## src/rtl/txnib_pkg.sv

```systemverilog
package txnib_pkg;
   // pairing state: either no half-word waiting, or one opening half-word held
   typedef enum logic {
      PS_EMPTY = 1'b0,
      PS_HOLD  = 1'b1
   } pair_st_e;
endpackage

```

## src/rtl/txnib_capture.sv

```systemverilog
module txnib_capture #(
   parameter int HALF_W      = 6,
   parameter bit FALL_CAP_EN = 1'b1
) (
   input  logic              clk,
   input  logic              rst,
   input  logic              fall_sel,
   input  logic [HALF_W-1:0] half_in,
   input  logic              sync_in,
   output logic [HALF_W-1:0] cap_half,
   output logic              cap_sync
);
   localparam int BUS_W = HALF_W + 1;

   logic [BUS_W-1:0] bus_now;
   logic [BUS_W-1:0] bus_sel;

   assign bus_now = {sync_in, half_in};

   generate
      if (FALL_CAP_EN) begin : g_fall
         logic [BUS_W-1:0] neg_q;
         // half-cycle early sample, re-timed at the next rising edge
         always_ff @(negedge clk) begin
            if (rst) neg_q <= '0;
            else     neg_q <= bus_now;
         end
         assign bus_sel = fall_sel ? neg_q : bus_now;
      end else begin : g_rise
         assign bus_sel = bus_now;
      end
   endgenerate

   always_ff @(posedge clk) begin
      if (rst) {cap_sync, cap_half} <= '0;
      else     {cap_sync, cap_half} <= bus_sel;
   end
endmodule

```

## src/rtl/txnib_pair.sv

```systemverilog
module txnib_pair
   import txnib_pkg::*;
#(
   parameter int HALF_W = 6,
   parameter int ERR_W  = 8
) (
   input  logic              clk,
   input  logic              rst,
   input  logic [HALF_W-1:0] cap_half,
   input  logic              cap_sync,
   output logic              pair_vld,
   output logic [HALF_W-1:0] pair_first,
   output logic [HALF_W-1:0] pair_second,
   output logic [ERR_W-1:0]  err_cnt
);
   pair_st_e          st_q;
   logic [HALF_W-1:0] first_q;

   always_ff @(posedge clk) begin
      if (rst) begin
         st_q    <= PS_EMPTY;
         first_q <= '0;
         err_cnt <= '0;
      end else if (cap_sync) begin
         // a new opening half-word always wins; a stale one is an error
         if (st_q == PS_HOLD) err_cnt <= err_cnt + 1'b1;
         first_q <= cap_half;
         st_q    <= PS_HOLD;
      end else begin
         // closing half-word completes a pair, or a stray is dropped
         st_q <= PS_EMPTY;
      end
   end

   assign pair_vld    = (st_q == PS_HOLD) && !cap_sync;
   assign pair_first  = first_q;
   assign pair_second = cap_half;
endmodule

```

## src/rtl/txnib_pack.sv

```systemverilog
module txnib_pack #(
   parameter int HALF_W   = 6,
   parameter int NARROW_W = 5
) (
   input  logic [HALF_W-1:0]   first_h,
   input  logic [HALF_W-1:0]   second_h,
   input  logic                swap,
   input  logic                narrow,
   output logic [2*HALF_W-1:0] word
);
   localparam int WORD_W = 2 * HALF_W;
   localparam int PAD_W  = 2 * (HALF_W - NARROW_W);

   logic [HALF_W-1:0] hi_h;
   logic [HALF_W-1:0] lo_h;
   logic [WORD_W-1:0] wide_w;
   logic [WORD_W-1:0] slim_w;

   assign hi_h   = swap ? second_h : first_h;
   assign lo_h   = swap ? first_h  : second_h;
   assign wide_w = {hi_h, lo_h};

   generate
      if (PAD_W > 0) begin : g_pad
         // left-justify the short sample so the sign stays at the top bit
         assign slim_w = {hi_h[NARROW_W-1:0], lo_h[NARROW_W-1:0], {PAD_W{1'b0}}};
      end else begin : g_nopad
         assign slim_w = wide_w;
      end
   endgenerate

   assign word = narrow ? slim_w : wide_w;
endmodule

```

## src/rtl/txnib_port.sv

```systemverilog
module txnib_port #(
   parameter int HALF_W      = 6,
   parameter int NARROW_W    = 5,
   parameter int ERR_W       = 8,
   parameter bit FALL_CAP_EN = 1'b1
) (
   input  logic                clk,
   input  logic                rst,
   input  logic                cfg_fall_edge,
   input  logic                cfg_swap,
   input  logic                cfg_narrow,
   input  logic                cfg_offset_bin,
   input  logic                gain_sel,
   input  logic [HALF_W-1:0]   half_in,
   input  logic                sync_in,
   output logic [2*HALF_W-1:0] word_out,
   output logic                word_vld,
   output logic                gain_wr,
   output logic [2*HALF_W-1:0] gain_q,
   output logic [ERR_W-1:0]    err_cnt
);
   localparam int WORD_W = 2 * HALF_W;

   generate
      if (HALF_W < 2) begin : g_bad_half
         $error("txnib_port: HALF_W must be at least 2");
      end
      if (NARROW_W < 1 || NARROW_W > HALF_W) begin : g_bad_narrow
         $error("txnib_port: NARROW_W must lie in 1..HALF_W");
      end
      if (ERR_W < 1) begin : g_bad_err
         $error("txnib_port: ERR_W must be at least 1");
      end
   endgenerate

   logic [HALF_W-1:0] cap_half;
   logic              cap_sync;
   logic              pair_vld;
   logic [HALF_W-1:0] pair_first;
   logic [HALF_W-1:0] pair_second;
   logic [WORD_W-1:0] packed_w;
   logic [WORD_W-1:0] sign_flip;

   txnib_capture #(.HALF_W(HALF_W), .FALL_CAP_EN(FALL_CAP_EN)) u_cap (
      .clk      (clk),
      .rst      (rst),
      .fall_sel (cfg_fall_edge),
      .half_in  (half_in),
      .sync_in  (sync_in),
      .cap_half (cap_half),
      .cap_sync (cap_sync)
   );

   txnib_pair #(.HALF_W(HALF_W), .ERR_W(ERR_W)) u_pair (
      .clk         (clk),
      .rst         (rst),
      .cap_half    (cap_half),
      .cap_sync    (cap_sync),
      .pair_vld    (pair_vld),
      .pair_first  (pair_first),
      .pair_second (pair_second),
      .err_cnt     (err_cnt)
   );

   txnib_pack #(.HALF_W(HALF_W), .NARROW_W(NARROW_W)) u_pack (
      .first_h  (pair_first),
      .second_h (pair_second),
      .swap     (cfg_swap),
      .narrow   (cfg_narrow),
      .word     (packed_w)
   );

   assign sign_flip = {cfg_offset_bin, {(WORD_W-1){1'b0}}};

   always_ff @(posedge clk) begin
      if (rst) begin
         word_out <= '0;
         word_vld <= 1'b0;
         gain_wr  <= 1'b0;
         gain_q   <= '0;
      end else begin
         word_vld <= pair_vld && !gain_sel;
         gain_wr  <= pair_vld && gain_sel;
         if (pair_vld && !gain_sel) word_out <= packed_w ^ sign_flip;
         if (pair_vld && gain_sel)  gain_q   <= packed_w;
      end
   end
endmodule

```

## config.mk

```make
export PLATFORM = sky130hd
export DESIGN_NAME = txnib_port
export DESIGN_NICKNAME = d
export VERILOG_FILES = /design/src/rtl/txnib_pkg.sv /design/src/rtl/txnib_capture.sv /design/src/rtl/txnib_pair.sv /design/src/rtl/txnib_pack.sv /design/src/rtl/txnib_port.sv
export SDC_FILE = /design/constraint.sdc
export NUM_CORES = 1
export LEC_CHECK = 0
export BUFFER_PORTS_ARGS = -buffer_cell sky130_fd_sc_hd__buf_4
export CORE_MARGIN = 1
export CORE_UTILIZATION = 56
export CTS_BUF_LIST = sky130_fd_sc_hd__clkbuf_4
export DETAILED_ROUTE_END_ITERATION = 10
export GPL_TIMING_DRIVEN = 0
export PLACE_DENSITY = 0.84
export SLEW_MARGIN = 20
export SYNTH_ARGS = -nofsm -noshare
export SYNTH_HDL_FRONTEND = slang
export SYNTH_SLANG_ARGS = --single-unit
```

## constraint.sdc

```tcl
create_clock -name clk -period 1.95 [get_ports clk]
set_input_delay 0.195 -clock clk [delete_from_list [all_inputs] [get_ports clk]]
set_output_delay 0.195 -clock clk [all_outputs]
set_load 0.005 [all_outputs]
```

## Yosys cells after proc, flatten, opt, wreduce, memory -nomap -nowiden

Index checks and enable logic that the tools add are counted.

| storage, ports and cells | value |
|---|---|
| register bits | 55 |
| ROM bits | 0 |
| memories kept | 0 |
| output and inout port bits | 34 |
| bits of input ports | 14 |
| word-level logic and storage cells | 23 |
| latch bits | 0 |
| RAM bits | 0 |

| operators by class | value |
|---|---|
| magnitude comparators | 0 |
| bitwise gates (word level) | 1 |
| eq/ne operators | 0 |
| div/mod/pow operators | 0 |
| multiply operators | 0 |
| reductions and logical operators | 6 |
| muxes and demuxes | 5 |
| add/sub/neg operators | 1 |
| shift-type cells | 0 |

Operators with widths:

| operator | number |
|---|---|
| $mux W12 | 1 |
| $mux W6 | 2 |
| $xor A12 B12 Y12 | 1 |
| $add A8 B1 Y8 const B | 1 |
| $mux W7 | 1 |
| $logic_and A1 B1 Y1 | 3 |
| $logic_not A1 Y1 | 2 |
| $reduce_and A2 Y1 | 1 |
| $mux W1 | 1 |

## Depth between registers and ports, before layout

| depth | value |
|---|---|
| depth after elaboration | 3 |
| depth in mapped cells | 5 |
| depth with buffers taken out | 4 |

## Cells and area by module

Synthesis repeated with hierarchy kept, for this count alone.

| unflattened totals | value |
|---|---|
| cells, all modules | 234 |
| area, all modules | 2265.9 µm² |

Modules (own cells, without submodules):

| module | times used | cells each | area each (µm²) |
|---|---|---|---|
| txnib_port | 1 | 111 | 898.4 |
| txnib_pair | 1 | 69 | 640.6 |
| txnib_capture | 1 | 38 | 442.9 |
| txnib_pack | 1 | 16 | 284.0 |

==> results.cfg <==
[layout]
layout_common_cells = nor2_1 (56), dfxtp_1 (55), buf_4 (48)
final_util_pct = 72.3
fin_nets = 302
final_common_cell = nor2_1
area_growth_pct = 21.5
diodes = 0
drive_above_1_share_pct = 25.3
num-fill-cells = 314

[routing]
wl_met2_mm = 2.15
antenna_left = 0
viasPerCell = 5.37
wl_mm = 4.42
dr.max_layer_used = met4
drt-wirelength-per-cell_um = 13.1
num_vias = 1803
met1_length_mm = 1.98
first_pass_iters = 6
dr_wl_met3_um = 224
drt_iter0_drc = 107
drc = 0

[synth]
synthSimpleGateAreaFrac_pct = 24.2
ys_ff_latch = 55
syn_nets = 244
synth_cell_types = 27
synth_top_family_by_area = simple AND/OR/NAND/NOR gates
ys_warn_count = 0
synth_mux_area_share_pct = 17.1
synth-xor-area-share_pct = 0.792
ys_seq_area_share_pct = 49.8
syn_avg_cell_area_um2 = 9.65
syn_inst = 229
synth_compound_area_share_pct = 3.96
synth.area.top_cells = dfxtp_1 (50%), mux4_2 (10%), nor2_1 (9.5%)
synthAdderAreaFrac_pct = 0.566
synth_top_area_share_pct = 49.8
synthesis.area_mm2 = 0.00221
synth_top_area_cell = dfxtp_1

[die]
die_h_um = 64.8
fp.dieW_um = 64.8
io_pins = 48
die_area_mm2 = 0.00420
start_util_pct = 59.5
core_area_mm2 = 0.00372
placementRows = 22

[clock_tree]
cts_tree = built
cts.repair.resized = 0
postCtsSetupBuffers = 0
clk_latency_ps = 410
holdBufCountCts = 0
cts_root_buffer = clkbuf_4
clk_path_buf_depth = 2
cts-htree-levels = 2
clk_pin_slew_worst_paths_ps = 140
clkSinkCount = 55
numCtsBuffers = 5

[place]
gp_congestion = 0.873
place.port_buffers = 45
hpwl_mm = 3.28

[global_route]
grt_pass1_vias = 1639
grt_use_total_pct = 23.4
antenna_found_initial = 0
grt_max_degree = 17
grt_pass1_wl_mm = 7.42
gr-total-overflow = 0

[critical_path]
critPathLaunchType = register
required_ps = 2210
cp.arrival_ps = 1860
crit_end = u_cap.cap_half[5]
critPathLaunch = u_cap.g_fall.neg_q[5]
reg2reg_slack_ps = 350
reg2reg_from = u_cap.g_fall.neg_q[5]
slowest_stage = dfxtp_1
cp-end-kind = register
slowest_delay_ps = 290
crit_buf_inv = 0
worst_r2r_endpoint = u_cap.cap_half[5]
reg2reg_depth = 2
critPathMaxFanout = 1
path_delay_family = flip-flops
critical_path_class = reg -> reg
cp.depth = 2
crit_chain = mux2i_1 > nor2_1

[timing]
slew_headroom_pct = 64.7
worst_slew_pin_slew_ps = 530
rsz0062_at_grt = false
clock_skew_ps = 44.2
setup_tns_ps = 0
hold_violations = 0
drv_slew = 0
setup_viol = 0

[pwr]
p_leak_nw = 1.13
ir_drop_mv = 0.519
p_per_area_mw_per_mm2 = 705

[min_path]
hold_class = in -> reg
min_path_cells = 3

[status]
status = finished, final reports clean

[flow_run]
max_cap_viol_count = 0
per-layer routing:
metal	GRT usage, %	vias up
met3	4.93	5
met4	9.44	0
li1	-	901
met1	30.2	839
met5	0	-
met2	37.9	58
synthesized netlist by cell type:
| library cell | n |
|---|---|
| mux4_2 | 10 |
| mux2_2 | 2 |
| o31ai_1 | 2 |
| or4_1 | 2 |
| or3b_2 | 1 |
| ha_1 | 1 |
| dfxtp_1 | 55 |
| o211ai_1 | 1 |
| nand3_1 | 5 |
| nor3b_1 | 1 |
| nor2b_1 | 8 |
| mux2i_1 | 13 |
| and3b_1 | 1 |
| o21ai_0 | 3 |
| buf_2 | 4 |
| xor2_1 | 2 |
| nor3_1 | 19 |
| buf_4 | 3 |
| a21oi_1 | 10 |
| clkbuf_1 | 6 |
| nand3b_1 | 7 |
| inv_1 | 2 |
| nand4_1 | 2 |
| buf_1 | 2 |
| nand2_1 | 8 |
| or3_1 | 3 |
| nor2_1 | 56 |
worst min-delay path by stage:
stage / startpoint / endpoint
after detailed placement: half_in[4] / u_cap.cap_half[4]
after CTS: half_in[5] / u_cap.cap_half[5]
after floorplan: half_in[0] / u_cap.cap_half[0]
after global placement: half_in[4] / u_cap.cap_half[4]
final: half_in[5] / u_cap.cap_half[5]
after global routing: sync_in / u_cap.cap_sync
worst reg2reg max path: stages, from the launching register on:
cell	delay, ps
dfxtp_1	290
mux2i_1	130
nor2_1	50
flip-flops by register name, summed over array words and instances, names as in the netlist:
name	count
gain_q	12
u_pair.pair_first	6
word_vld	1
u_cap.cap_half	6
u_pair.err_cnt	8
u_cap.g_fall.neg_q	7
gain_wr	1
u_cap.cap_sync	1
word_out	12
u_pair.st_q	1
cell type report:
| cell class | instances | area, µm² | share of cell area (%) |
|---|---|---|---|
| Clock buffer | 6 | 45.0 | 1.68 |
| Sequential cell | 55 | 1100 | 41.0 |
| Inverter | 1 | 3.75 | 0.140 |
| Buffer | 15 | 72.6 | 2.70 |
| Clock inverter | 9 | 36.3 | 1.35 |
| Tap cell | 48 | 60.1 | 2.24 |
| Timing Repair Buffer | 45 | 338 | 12.6 |
| Multi-Input combinational cell | 157 | 1030 | 38.3 |
power by group:
part / internal, mW / switching (mW)
clock network: 0.170 / 0.361
registers: 1.16 / 0.0235
logic: 0.0940 / 0.0874
total: 1.42 / 0.471
metrics by stage:
stage          worst slack (ps)  total power, mW  instances  cell area [µm²]  hold WS [ps]
2_1_floorplan               337             1.34        229             2210           339
3_3_place_gp                148             1.41        322             2610           433
3_5_place_dp                129             1.41        322             2610           447
4_1_cts                     341             1.90        336             2690          49.0
5_1_grt                     276             1.98        336             2690          58.3
6_report                    351             1.89        336             2690          60.3
cell families after synthesis:
logic type,count (synthesis)
fa+ha+maj,1
mux,25
buf+inv,17
flops,55
simple gates,113
compound gates,16
xor+xnor,2
No activity file was read; power rests on OpenSTA's default activity.
